[src/rtl/ptr_chase_pkg.sv]
package ptr_chase_pkg;
  function automatic logic [31:0] null_word();
    return 32'hFFFF_FFFF;
  endfunction
endpackage

[src/rtl/pc_rd_tracker.sv]
module pc_rd_tracker #(
  parameter int RD_LAT = 2
) (
  input  logic clk,
  input  logic rst,
  input  logic issue,
  output logic data_here
);
  logic [RD_LAT-1:0] stage_q;

  always_ff @(posedge clk) begin
    if (rst) stage_q[0] <= 1'b0;
    else     stage_q[0] <= issue;
  end

  generate
    for (genvar g = 1; g < RD_LAT; g++) begin : g_stage
      always_ff @(posedge clk) begin
        if (rst) stage_q[g] <= 1'b0;
        else     stage_q[g] <= stage_q[g-1];
      end
    end
  endgenerate

  assign data_here = stage_q[RD_LAT-1];

  // dependent spacing leaves at most one read in flight
  p_inflight_onehot_r3: assert property (@(posedge clk) disable iff (rst)
    $onehot0(stage_q));
endmodule

[src/rtl/pc_counters.sv]
module pc_counters #(
  parameter int CW  = 8,
  parameter int CYW = CW + 2
) (
  input  logic           clk,
  input  logic           rst,
  input  logic           load,
  input  logic [CW-1:0]  hops_in,
  input  logic           capture,
  input  logic           running,
  output logic           final_hop,
  output logic [CYW-1:0] elapsed
);
  logic [CW-1:0] left_q;

  always_ff @(posedge clk) begin
    if (rst) begin
      left_q  <= '0;
      elapsed <= '0;
    end else if (load) begin
      left_q  <= hops_in;
      elapsed <= '0;
    end else begin
      if (capture && left_q != '0) left_q <= left_q - 1'b1;
      if (running) elapsed <= elapsed + 1'b1;
    end
  end

  assign final_hop = (left_q == CW'(1));

  // a capture never happens with no hop remaining
  p_hops_left_r5: assert property (@(posedge clk) disable iff (rst)
    (capture && running) |-> (left_q != '0));
endmodule

[src/rtl/ptr_chase_seq.sv]
module ptr_chase_seq #(
  parameter int AW     = 8,
  parameter int CW     = 8,
  parameter int RD_LAT = 2,
  localparam int CYW   = CW + 2
) (
  input  logic           clk,
  input  logic           rst,
  input  logic           start,
  input  logic [AW-1:0]  start_ptr,
  input  logic [CW-1:0]  hop_cnt,
  output logic           busy,
  output logic           done,
  output logic           end_of_list,
  output logic [CYW-1:0] cyc_count,
  output logic           ptr_valid,
  output logic [AW-1:0]  ptr_out,
  output logic [AW-1:0]  sram_addr,
  output logic           sram_re,
  output logic           sram_we,
  output logic [AW-1:0]  sram_wdata,
  input  logic [AW-1:0]  sram_rdata
);
  import ptr_chase_pkg::*;

  localparam logic [AW-1:0] NULL_PTR = null_word()[AW-1:0];

  logic accept, cap_fire, last_hop, rd_null;

  assign accept  = start && !busy;
  assign rd_null = (sram_rdata == NULL_PTR);

  pc_rd_tracker #(.RD_LAT(RD_LAT)) u_track (
    .clk(clk), .rst(rst), .issue(sram_re), .data_here(cap_fire)
  );

  pc_counters #(.CW(CW), .CYW(CYW)) u_cnt (
    .clk(clk), .rst(rst), .load(accept), .hops_in(hop_cnt),
    .capture(cap_fire), .running(busy), .final_hop(last_hop),
    .elapsed(cyc_count)
  );

  assign sram_we    = 1'b0;
  assign sram_wdata = '0;

  always_ff @(posedge clk) begin
    if (rst) begin
      busy        <= 1'b0;
      done        <= 1'b0;
      end_of_list <= 1'b0;
      ptr_valid   <= 1'b0;
      ptr_out     <= '0;
      sram_addr   <= '0;
      sram_re     <= 1'b0;
    end else begin
      sram_re   <= 1'b0;
      ptr_valid <= 1'b0;
      done      <= 1'b0;
      if (accept) begin
        end_of_list <= 1'b0;
        if (hop_cnt == '0) begin
          done <= 1'b1;
        end else if (start_ptr == NULL_PTR) begin
          done        <= 1'b1;
          end_of_list <= 1'b1;
        end else begin
          sram_re   <= 1'b1;
          sram_addr <= start_ptr;
          busy      <= 1'b1;
        end
      end else if (busy && cap_fire) begin
        ptr_valid <= 1'b1;
        ptr_out   <= sram_rdata;
        if (last_hop || rd_null) begin
          done        <= 1'b1;
          busy        <= 1'b0;
          end_of_list <= rd_null;
        end else begin
          sram_re   <= 1'b1;
          sram_addr <= sram_rdata;
        end
      end
    end
  end

  // reads are never closer than three cycles
  p_re_gap1_r3: assert property (@(posedge clk) disable iff (rst)
    sram_re |=> !sram_re);
  p_re_gap2_r3: assert property (@(posedge clk) disable iff (rst)
    sram_re |=> ##1 !sram_re);
  // a continuing walk reuses the captured word as the next address
  p_chase_r4: assert property (@(posedge clk) disable iff (rst)
    (busy && cap_fire && !last_hop && !rd_null)
      |=> (sram_re && sram_addr == $past(sram_rdata)));
  // zero hops completes at once without a read
  p_zero_hop_r6: assert property (@(posedge clk) disable iff (rst)
    (accept && hop_cnt == '0) |=> (done && !sram_re));
  // done and busy are exclusive; address frozen between reads
  p_done_idle_r8: assert property (@(posedge clk) disable iff (rst)
    done |-> !busy);
  p_addr_hold_r8: assert property (@(posedge clk) disable iff (rst)
    (busy && !cap_fire) |=> $stable(sram_addr));
endmodule

[config.mk]
export PLATFORM = sky130hd
export DESIGN_NAME = ptr_chase_seq
export DESIGN_NICKNAME = d
export VERILOG_FILES = /design/src/rtl/ptr_chase_pkg.sv /design/src/rtl/pc_rd_tracker.sv /design/src/rtl/pc_counters.sv /design/src/rtl/ptr_chase_seq.sv
export SDC_FILE = /design/constraint.sdc
export NUM_CORES = 1
export LEC_CHECK = 0
export BUFFER_PORTS_ARGS = -buffer_cell sky130_fd_sc_hd__buf_2
export CAP_MARGIN = 20
export CELL_PAD_IN_SITES_DETAIL_PLACEMENT = 0
export CELL_PAD_IN_SITES_GLOBAL_PLACEMENT = 1
export CORE_MARGIN = 10
export CORE_UTILIZATION = 25
export CTS_CLUSTER_DIAMETER = 40
export DETAILED_ROUTE_END_ITERATION = 10
export GPL_TIMING_DRIVEN = 0
export MAX_ROUTING_LAYER = met4
export PLACE_DENSITY_LB_ADDON = 0.1
export SLEW_MARGIN = 20
export SYNTH_ARGS = -nofsm -noshare
export SYNTH_HDL_FRONTEND = slang
export SYNTH_SLANG_ARGS = --single-unit
export TNS_END_PERCENT = 10
[constraint.sdc]
create_clock -name clk -period 1.4 [get_ports clk]
set_input_delay 0.14 -clock clk [delete_from_list [all_inputs] [get_ports clk]]
set_output_delay 0.14 -clock clk [all_outputs]
set_load 0.02 [all_outputs]
==> summary.md, run 1 <==
| Metric | Value |
|---|---|
| Status | finished with violations |
| Failing checks | setup timing |
| Met2 usage | 0.177 |
| Worst Setup End Kind | register |
| GPL Wtd Cong | 0.796 |
| Mapped cell area | 0.00203 mm2 |
| Synth Flop Type | dfxtp_1 |
| RSZ-0062 raised after global routing | true |
| Initial core utilization | 0.260 |
| Clk pwr share | 0.298 |
| Hpwl dp | 4960 um |
| Hold buffers post-CTS | 0 |
| PD cells | 978 mW/mm2 |
| Part of the power in registers | 0.484 |
| Setup crit start kind | register |
| Min-delay worst type | in2reg |
| Met3 Usage GRT | 0.0325 |
| Critical path fanouts, max | 7 |
| Cell Rows | 32 |
| Net Switching | 0.000830 W |
| Number of global-route vias before repair | 1970 |
| Internal | 0.00181 W |
| Synthesized flop and latch total | 41 |
| Sequential cell area | 832 um2 |
| Syn avg cell area | 8.23 um2 |
| Leading cell types by count after synthesis | nor2_1 (50), dfxtp_1 (41), nand2_1 (23) |
| Vias | 1889 |
| Post-DR wirelength/cell | 15.0 um |
| Min cycle time layout | 1.46 ns |
| TritonCTS Sinks | 41 |
| Skew-Pair Late Insertion Delay | 0.30 ns |
| Max Buffers Root-to-Sink | 2 |
| Global route hottest layer | met2 |
| DP Worst Slack | -0.292 ns |
| N_diodes | 0 |
| Compound-cell area share of the yosys netlist | 0.161 |
| Filler cells | 863 |
| Xor/xnor cell area share of the yosys netlist | 0.0603 |
| Chip Width | 110 um |
| Synth Area in Adders | 0.0246 |
| M1 GR Usage | 0.134 |
| Largest area contributor in the netlist | dfxtp_1 |
| Setup WS post-layout | -0.0597 ns |
| Post-synth EDFFs | 0 |
| DR pass1 iterations | 4 |
| I/O pin count | 67 |
| Cells after Synth | 247 |
| Number of remaining DRC errors | 0 |
| Layout cell share with drive strength beyond 1 | 0.373 |
| P_leak | 1.11 nW |
| Max IR drop VDD | 0.000321 V |
| GRT Total Usage | 0.110 |
| Distinct cells, synth | 40 |
| Final wirelength | 6370 um |
| Top cells by area, synth | dfxtp_1 (40%), nor2_1 (9.2%), a21oi_1 (5.4%), xor2_1 (4.7%), nand2_1 (4.2%) |
| Worst-Margin Slew | 0.574 ns |
| FMAX | 685 MHz |
| Final Power | 0.00264 W |
| Die area | 0.0121 mm2 |
| Multi-input logic area | 0.00119 mm2 |
| Final setup vio count | 19 |
| Core area | 0.00781 mm2 |
| Sequential cell area fraction in the yosys report | 0.404 |
| Worst-path clk slew | 0.08 ns |
| Req. time, crit path | 1.57 ns |
| Most numerous cell in the Yosys netlist | nor2_1 |
| Async S/R FF share, synth | 0 |
| Final period utilization | 1.04 |
| Final hold vios | 0 |
| Initial DRC count | 65 |
| YS warnings | 0 |
| Synth top area share | 0.404 |
| Relative slew slack | 0.617 |
| Total Nets Final | 354 |
| Critical path class | reg2reg |
| Max Slew Vio Count | 0 |
| CTS tree | built |
| Vias/cell | 4.43 |
| Die H | 110 um |
| Area Overhead vs Synth | 32.8% |
| Crit path DAT | 1.62 ns |
| ANT nets after route | 0 |
| Worst Skew | 0.00717 ns |
| CTS Buf Count | 5 |
| H-tree depth | 2 |
| Main combinational cell family by area after synthesis | simple AND/OR/NAND/NOR gates |
| First-pass GRT wire length | 10200 um |
| GRT overflow | 0 |
| Max_cap viols | 0 |
| Largest net degree at the start of global routing | 14 |
| I/O Buffers | 57 |
| Initial antenna violation count | 0 |
| CTS Root Cell | clkbuf_8 |
| Gate power share | 0.218 |
| Post-Synth Simple-Gate Area | 0.283 |
| Net Sw Frac | 0.314 |
| Post-synthesis mux area share | 0.00492 |
sequential cells by signal, summed over array words and instances, names as in the netlist, 8 cells and up:
signal,count
sram_addr,8
ptr_out,8
u_cnt.left_q,8
u_cnt.elapsed,10
power by group through the flow:
stage	clock, W	combinational, W	sequential [W]
4_1_cts	0.000831	0.000568	0.00128
3_3_place_gp	0	0.000522	0.00131
3_5_place_dp	0	0.000521	0.00131
6_report	0.000786	0.000576	0.00128
2_1_floorplan	0	0.000308	0.00134
5_1_grt	0.000862	0.000638	0.00129
metrics by stage:
step | setup TNS (ns) | instances | utilization | hold slack [ns] | instance area [um2]
detailed placement | -4.74 | 414 | 0.320 | 0.418 | 2490
global route | -2.29 | 426 | 0.346 | 0.0928 | 2700
global placement | -4.96 | 414 | 0.320 | 0.416 | 2490
finish | -0.692 | 426 | 0.346 | 0.0920 | 2700
floorplan | -0.193 | 255 | - | 0.276 | 2080
CTS | -0.812 | 426 | 0.341 | 0.0841 | 2670
final timing paths:
path,start,to,slack (ns),cells past startpoint
worst max-delay path,u_cnt.left_q[5],u_cnt.left_q[2],-0.06,6
worst min register to register,u_track.stage_q[0],u_track.data_here,0.44,1
worst min-delay path,hop_cnt[1],u_cnt.left_q[1],0.09,3
worst max register to register,u_cnt.left_q[5],u_cnt.left_q[2],-0.06,6
area by class of cell:
class	instances	share of cell area
multi-input combinational	191	0.441
sequential	41	0.308
timing repair buffer	62	0.122
tap	102	0.0473
buffer	17	0.0426
clock buffer	5	0.0255
inverter	5	0.00695
clock inverter	3	0.00649
timing repair:
item / 4_1_cts / 5_1_grt
cloned: 0 / 0
gates resized for setup: 18 / 7
endpoints found under the setup margin: 30 / 24
pin swaps: 7 / 1
buffers inserted: 5 / 0
endpoints found under the hold margin: 0 / 0
cell usage in the layout, fill, tap and decap left out, types with 4 or more instances in the layout:
| cell | synthesis | routed |
|---|---|---|
| buf_2 | 3 | 57 |
| nor2_1 | 50 | 48 |
| dfxtp_1 | 41 | 36 |
| nand2_1 | 23 | 22 |
| a21oi_1 | 22 | 22 |
| buf_4 | 9 | 12 |
| xor2_1 | 11 | 11 |
| nand4_1 | 10 | 10 |
| nand2b_1 | 10 | 9 |
| conb_1 | 1 | 9 |
| a21oi_2 | 8 | 8 |
| clkbuf_8 | 0 | 5 |
| inv_1 | 4 | 4 |
| a211oi_1 | 6 | 4 |
metal layers:
layer  routed length, um  share of wire
met2                3030           0.47
met4                  31         0.0049
met3                 262          0.041
met1                3050           0.48
met5                   0              0
critical path, cell delays in order, from the launching register on:
cell and delay [ns]:
dfxtp_4 0.36, nor4_4 0.27, buf_6 0.17, nand3_1 0.10
nor3b_1 0.16, a211oi_1 0.20, nor3_1 0.07
kinds of logic (layout without fill, tap and decap cells):
| kind of cell | Yosys count | count (layout) |
|---|---|---|
| AND/OR/NAND/NOR | 115 | 115 |
| AO/OA/AOI/OAI | 48 | 48 |
| flip-flops | 41 | 41 |
| buffers and inverters | 23 | 92 |
| XOR/XNOR | 14 | 14 |
| adder cells (fa/ha/maj) | 4 | 4 |
| other | 1 | 9 |
| multiplexers | 1 | 1 |
No activity file was read; power rests on OpenSTA's default activity.
==> inputs of run 2 (changes only) <==
--- a/config.mk
+++ b/config.mk
@@ -19,5 +19,6 @@
 export SLEW_MARGIN = 20
 export SYNTH_ARGS = -nofsm -noshare
 export SYNTH_HDL_FRONTEND = slang
+export SYNTH_HIERARCHICAL = 1
 export SYNTH_SLANG_ARGS = --single-unit
 export TNS_END_PERCENT = 10
==> constraint.sdc (replaced) <==
create_clock -name clk -period 1.27 [get_ports clk]
set_input_delay 0.127 -clock clk [delete_from_list [all_inputs] [get_ports clk]]
set_output_delay 0.127 -clock clk [all_outputs]
set_load 0.02 [all_outputs]
==> summary.md, run 2 <==
| Metric | Value |
|---|---|
| Status | finished with violations |
| Failing checks | setup timing |
| Clk pwr share | 0.316 |
| Worst-path clk slew | 0.08 ns |
| Synthesized flop and latch total | 41 |
| Setup crit start kind | register |
| Worst Setup End Kind | register |
| Length in cells of the worst reg-to-reg path | 6 |
| Largest area contributor in the netlist | dfxtp_1 |
| Synth Flop Type | dfxtp_1 |
| Initial core utilization | 0.259 |
| GRT Total Usage | 0.111 |
| Syn avg cell area | 9.10 um2 |
| Commonest non-fill, non-tap cells in the layout | buf_2 (60), dfxtp_1 (33), nand2_1 (24) |
| Hold Crit Endpoint | u_track/data_here |
| Internal | 0.00214 W |
| Most common library cell in the layout ignoring fill and taps | buf_2 |
| Cell Rows | 32 |
| Largest net degree at the start of global routing | 15 |
| Worst path cell trace | nor4_4, and3_4, a211oi_4, a31o_1, buf_6, a211oi_1 |
| Max Buffers Root-to-Sink | 2 |
| CTS Root Cell | clkbuf_8 |
| Delay-heaviest family, CP | simple AND/OR/NAND/NOR gates |
| Area Overhead vs Synth | 42.1% |
| Most numerous cell in the Yosys netlist | dfxtp_1 |
| Number of global-route vias before repair | 2017 |
| Die area | 0.0121 mm2 |
| CTS tree | built |
| Cells after Synth | 222 |
| Max reg flops | 10 |
| Layout cell share with drive strength beyond 1 | 0.459 |
| Die H | 110 um |
| Crit path DAT | 1.81 ns |
| Req. time, crit path | 1.47 ns |
| Number of remaining DRC errors | 0 |
| YS warnings | 6 |
| Final wirelength | 6270 um |
| Final Power | 0.00300 W |
| CTS Buf Count | 5 |
| GPL Wtd Cong | 0.779 |
| Relative slew slack | 0.556 |
| Filler cells | 852 |
| Design Area, Final | 0.00287 mm2 |
| Placed Cells | 389 |
| Sequential cell area fraction in the yosys report | 0.406 |
| CP peak stage delay | 0.36 ns |
| FMAX | 623 MHz |
| R2r setup slk | -0.34 ns |
| Gate power share | 0.214 |
| Worst-Margin Slew | 0.666 ns |
| Vias/cell | 4.58 |
| Finished Layout Cells | 407 |
| Critical path fanouts, max | 9 |
| I/O Buffers | 57 |
| Hold depth | 2 |
| Min-delay src | rst |
| Min cycle time layout | 1.61 ns |
| Net Switching | 0.000864 W |
| Max IR drop VDD | 0.000346 V |
| ANT nets after route | 0 |
| Critical path class | reg2reg |
| Vias | 1864 |
| Chip Width | 110 um |
| TritonCTS Sinks | 41 |
| Synth top area share | 0.406 |
| GRT overflow | 0 |
| Core area | 0.00781 mm2 |
| Min-delay worst type | in2reg |
| N_diodes | 0 |
| CP max-delay cell | dfxtp_4 |
| PD cells | 1050 mW/mm2 |
| Total Nets Final | 335 |
| Placed cell areas | 0.00247 mm2 |
| First-pass GRT wire length | 10400 um |
| Async S/R FF share, synth | 0 |
| Buffer and inverter count on the worst path | 1 |
| DR pass1 iterations | 4 |
| Final hold vios | 0 |
| Worst r2r src | u_cnt/left_q[3] |
| RSZ-0062 raised after global routing | true |
| P_leak | 1.16 nW |
| Part of the power in registers | 0.470 |
| Post-synth EDFFs | 0 |
| Smallest hold slack | 0.0515 ns |
| Max_cap viols | 0 |
| Mapped cell area | 0.00202 mm2 |
| Hpwl dp | 4610 um |
| Initial antenna violation count | 0 |
| R2R Path End | sram_addr[7] |
| Worst Skew | 0.00761 ns |
| Distinct cells, synth | 44 |
| Final period utilization | 1.26 |
| Post-DR wirelength/cell | 15.4 um |
| Skew-Pair Late Insertion Delay | 0.29 ns |
| Initial DRC count | 45 |
| Top reg by flops | u_cnt/elapsed |
| Leading cell types by count after synthesis | dfxtp_1 (41), nand2_1 (24), nor2_1 (21) |
| Setup WS post-layout | -0.336 ns |
| Max Slew Vio Count | 0 |
| Finished Core Util | 0.367 |
| Net Sw Frac | 0.288 |
| Final setup vio count | 21 |
| Top cells by area, synth | dfxtp_1 (41%), a211oi_1 (5.6%), mux2i_1 (5.5%), nand2_1 (4.5%), nor2_1 (3.9%) |
| I/O pin count | 67 |
| H-tree depth | 2 |
run 2: layout make-up:
class,instances,area [um2],share of cell area
buffer,21,143,0.0497
clock inverter,1,5.00,0.00174
tap,102,128,0.0445
inverter,4,17.5,0.00611
timing repair buffer,67,372,0.130
clock buffer,7,96.3,0.0336
sequential,41,836,0.291
multi-input combinational,164,1270,0.444
run 2: worst register-to-register path: cells and delay by family, from the launching register on:
kind                   cells  cell delay (ns)
AO/OA/AOI/OAI              3             0.43
AND/OR/NAND/NOR            2             0.59
buffers and inverters      1             0.15
flip-flops                 1             0.36
run 2: worst max-delay path by stage:
stage	from	to	depth (start not counted)
after global routing	u_cnt/left_q[3]	sram_addr[2]	6
after CTS	u_cnt/left_q[3]	sram_addr[7]	6
after global placement	busy	u_cnt/left_q[0]	6
final	u_cnt/left_q[3]	sram_addr[7]	6
after floorplan	u_cnt/left_q[0]	u_cnt/left_q[4]	6
after detailed placement	busy	u_cnt/left_q[0]	6
run 2: per-stage QoR:
| step | setup WS (ns) | TNS, ns |
|---|---|---|
| after detailed placement | -0.638 | -17.60 |
| after floorplan | -0.374 | -9.28 |
| final | -0.336 | -5.14 |
| after CTS | -0.335 | -5.27 |
| after global placement | -0.655 | -17.70 |
| after global routing | -0.402 | -6.59 |
run 2: cell families after synthesis:
kind of cell	synth area share
AO/OA/AOI/OAI	0.177
buffers and inverters	0.0688
adder cells (fa/ha/maj)	0.0248
AND/OR/NAND/NOR	0.209
XOR/XNOR	0.0520
flip-flops	0.406
multiplexers	0.0601
other	0.00186
run 2: layer usage:
metal	up-vias	global-route usage	wire, um
li1	944	-	-
met1	858	0.143	3010
met2	56	0.164	2810
met3	6	0.0293	368
met4	0	0.0353	77
met5	-	-	0
run 2: power groups by stage:
stage | sequential (W) | clock [W] | combinational, W
2_1_floorplan | 0.00146 | 0 | 0.000285
3_3_place_gp | 0.00143 | 0 | 0.000487
3_5_place_dp | 0.00143 | 0 | 0.000487
4_1_cts | 0.00140 | 0.00101 | 0.000634
5_1_grt | 0.00142 | 0.00105 | 0.000699
6_report | 0.00141 | 0.000947 | 0.000643
run 2: timing repair:
item,4_1_cts,5_1_grt
gates resized for setup,49,10
hold buffers,0,0
endpoints found under the setup margin,40,38
setup buffers,10,0
pin swaps,18,8
cloned,0,0
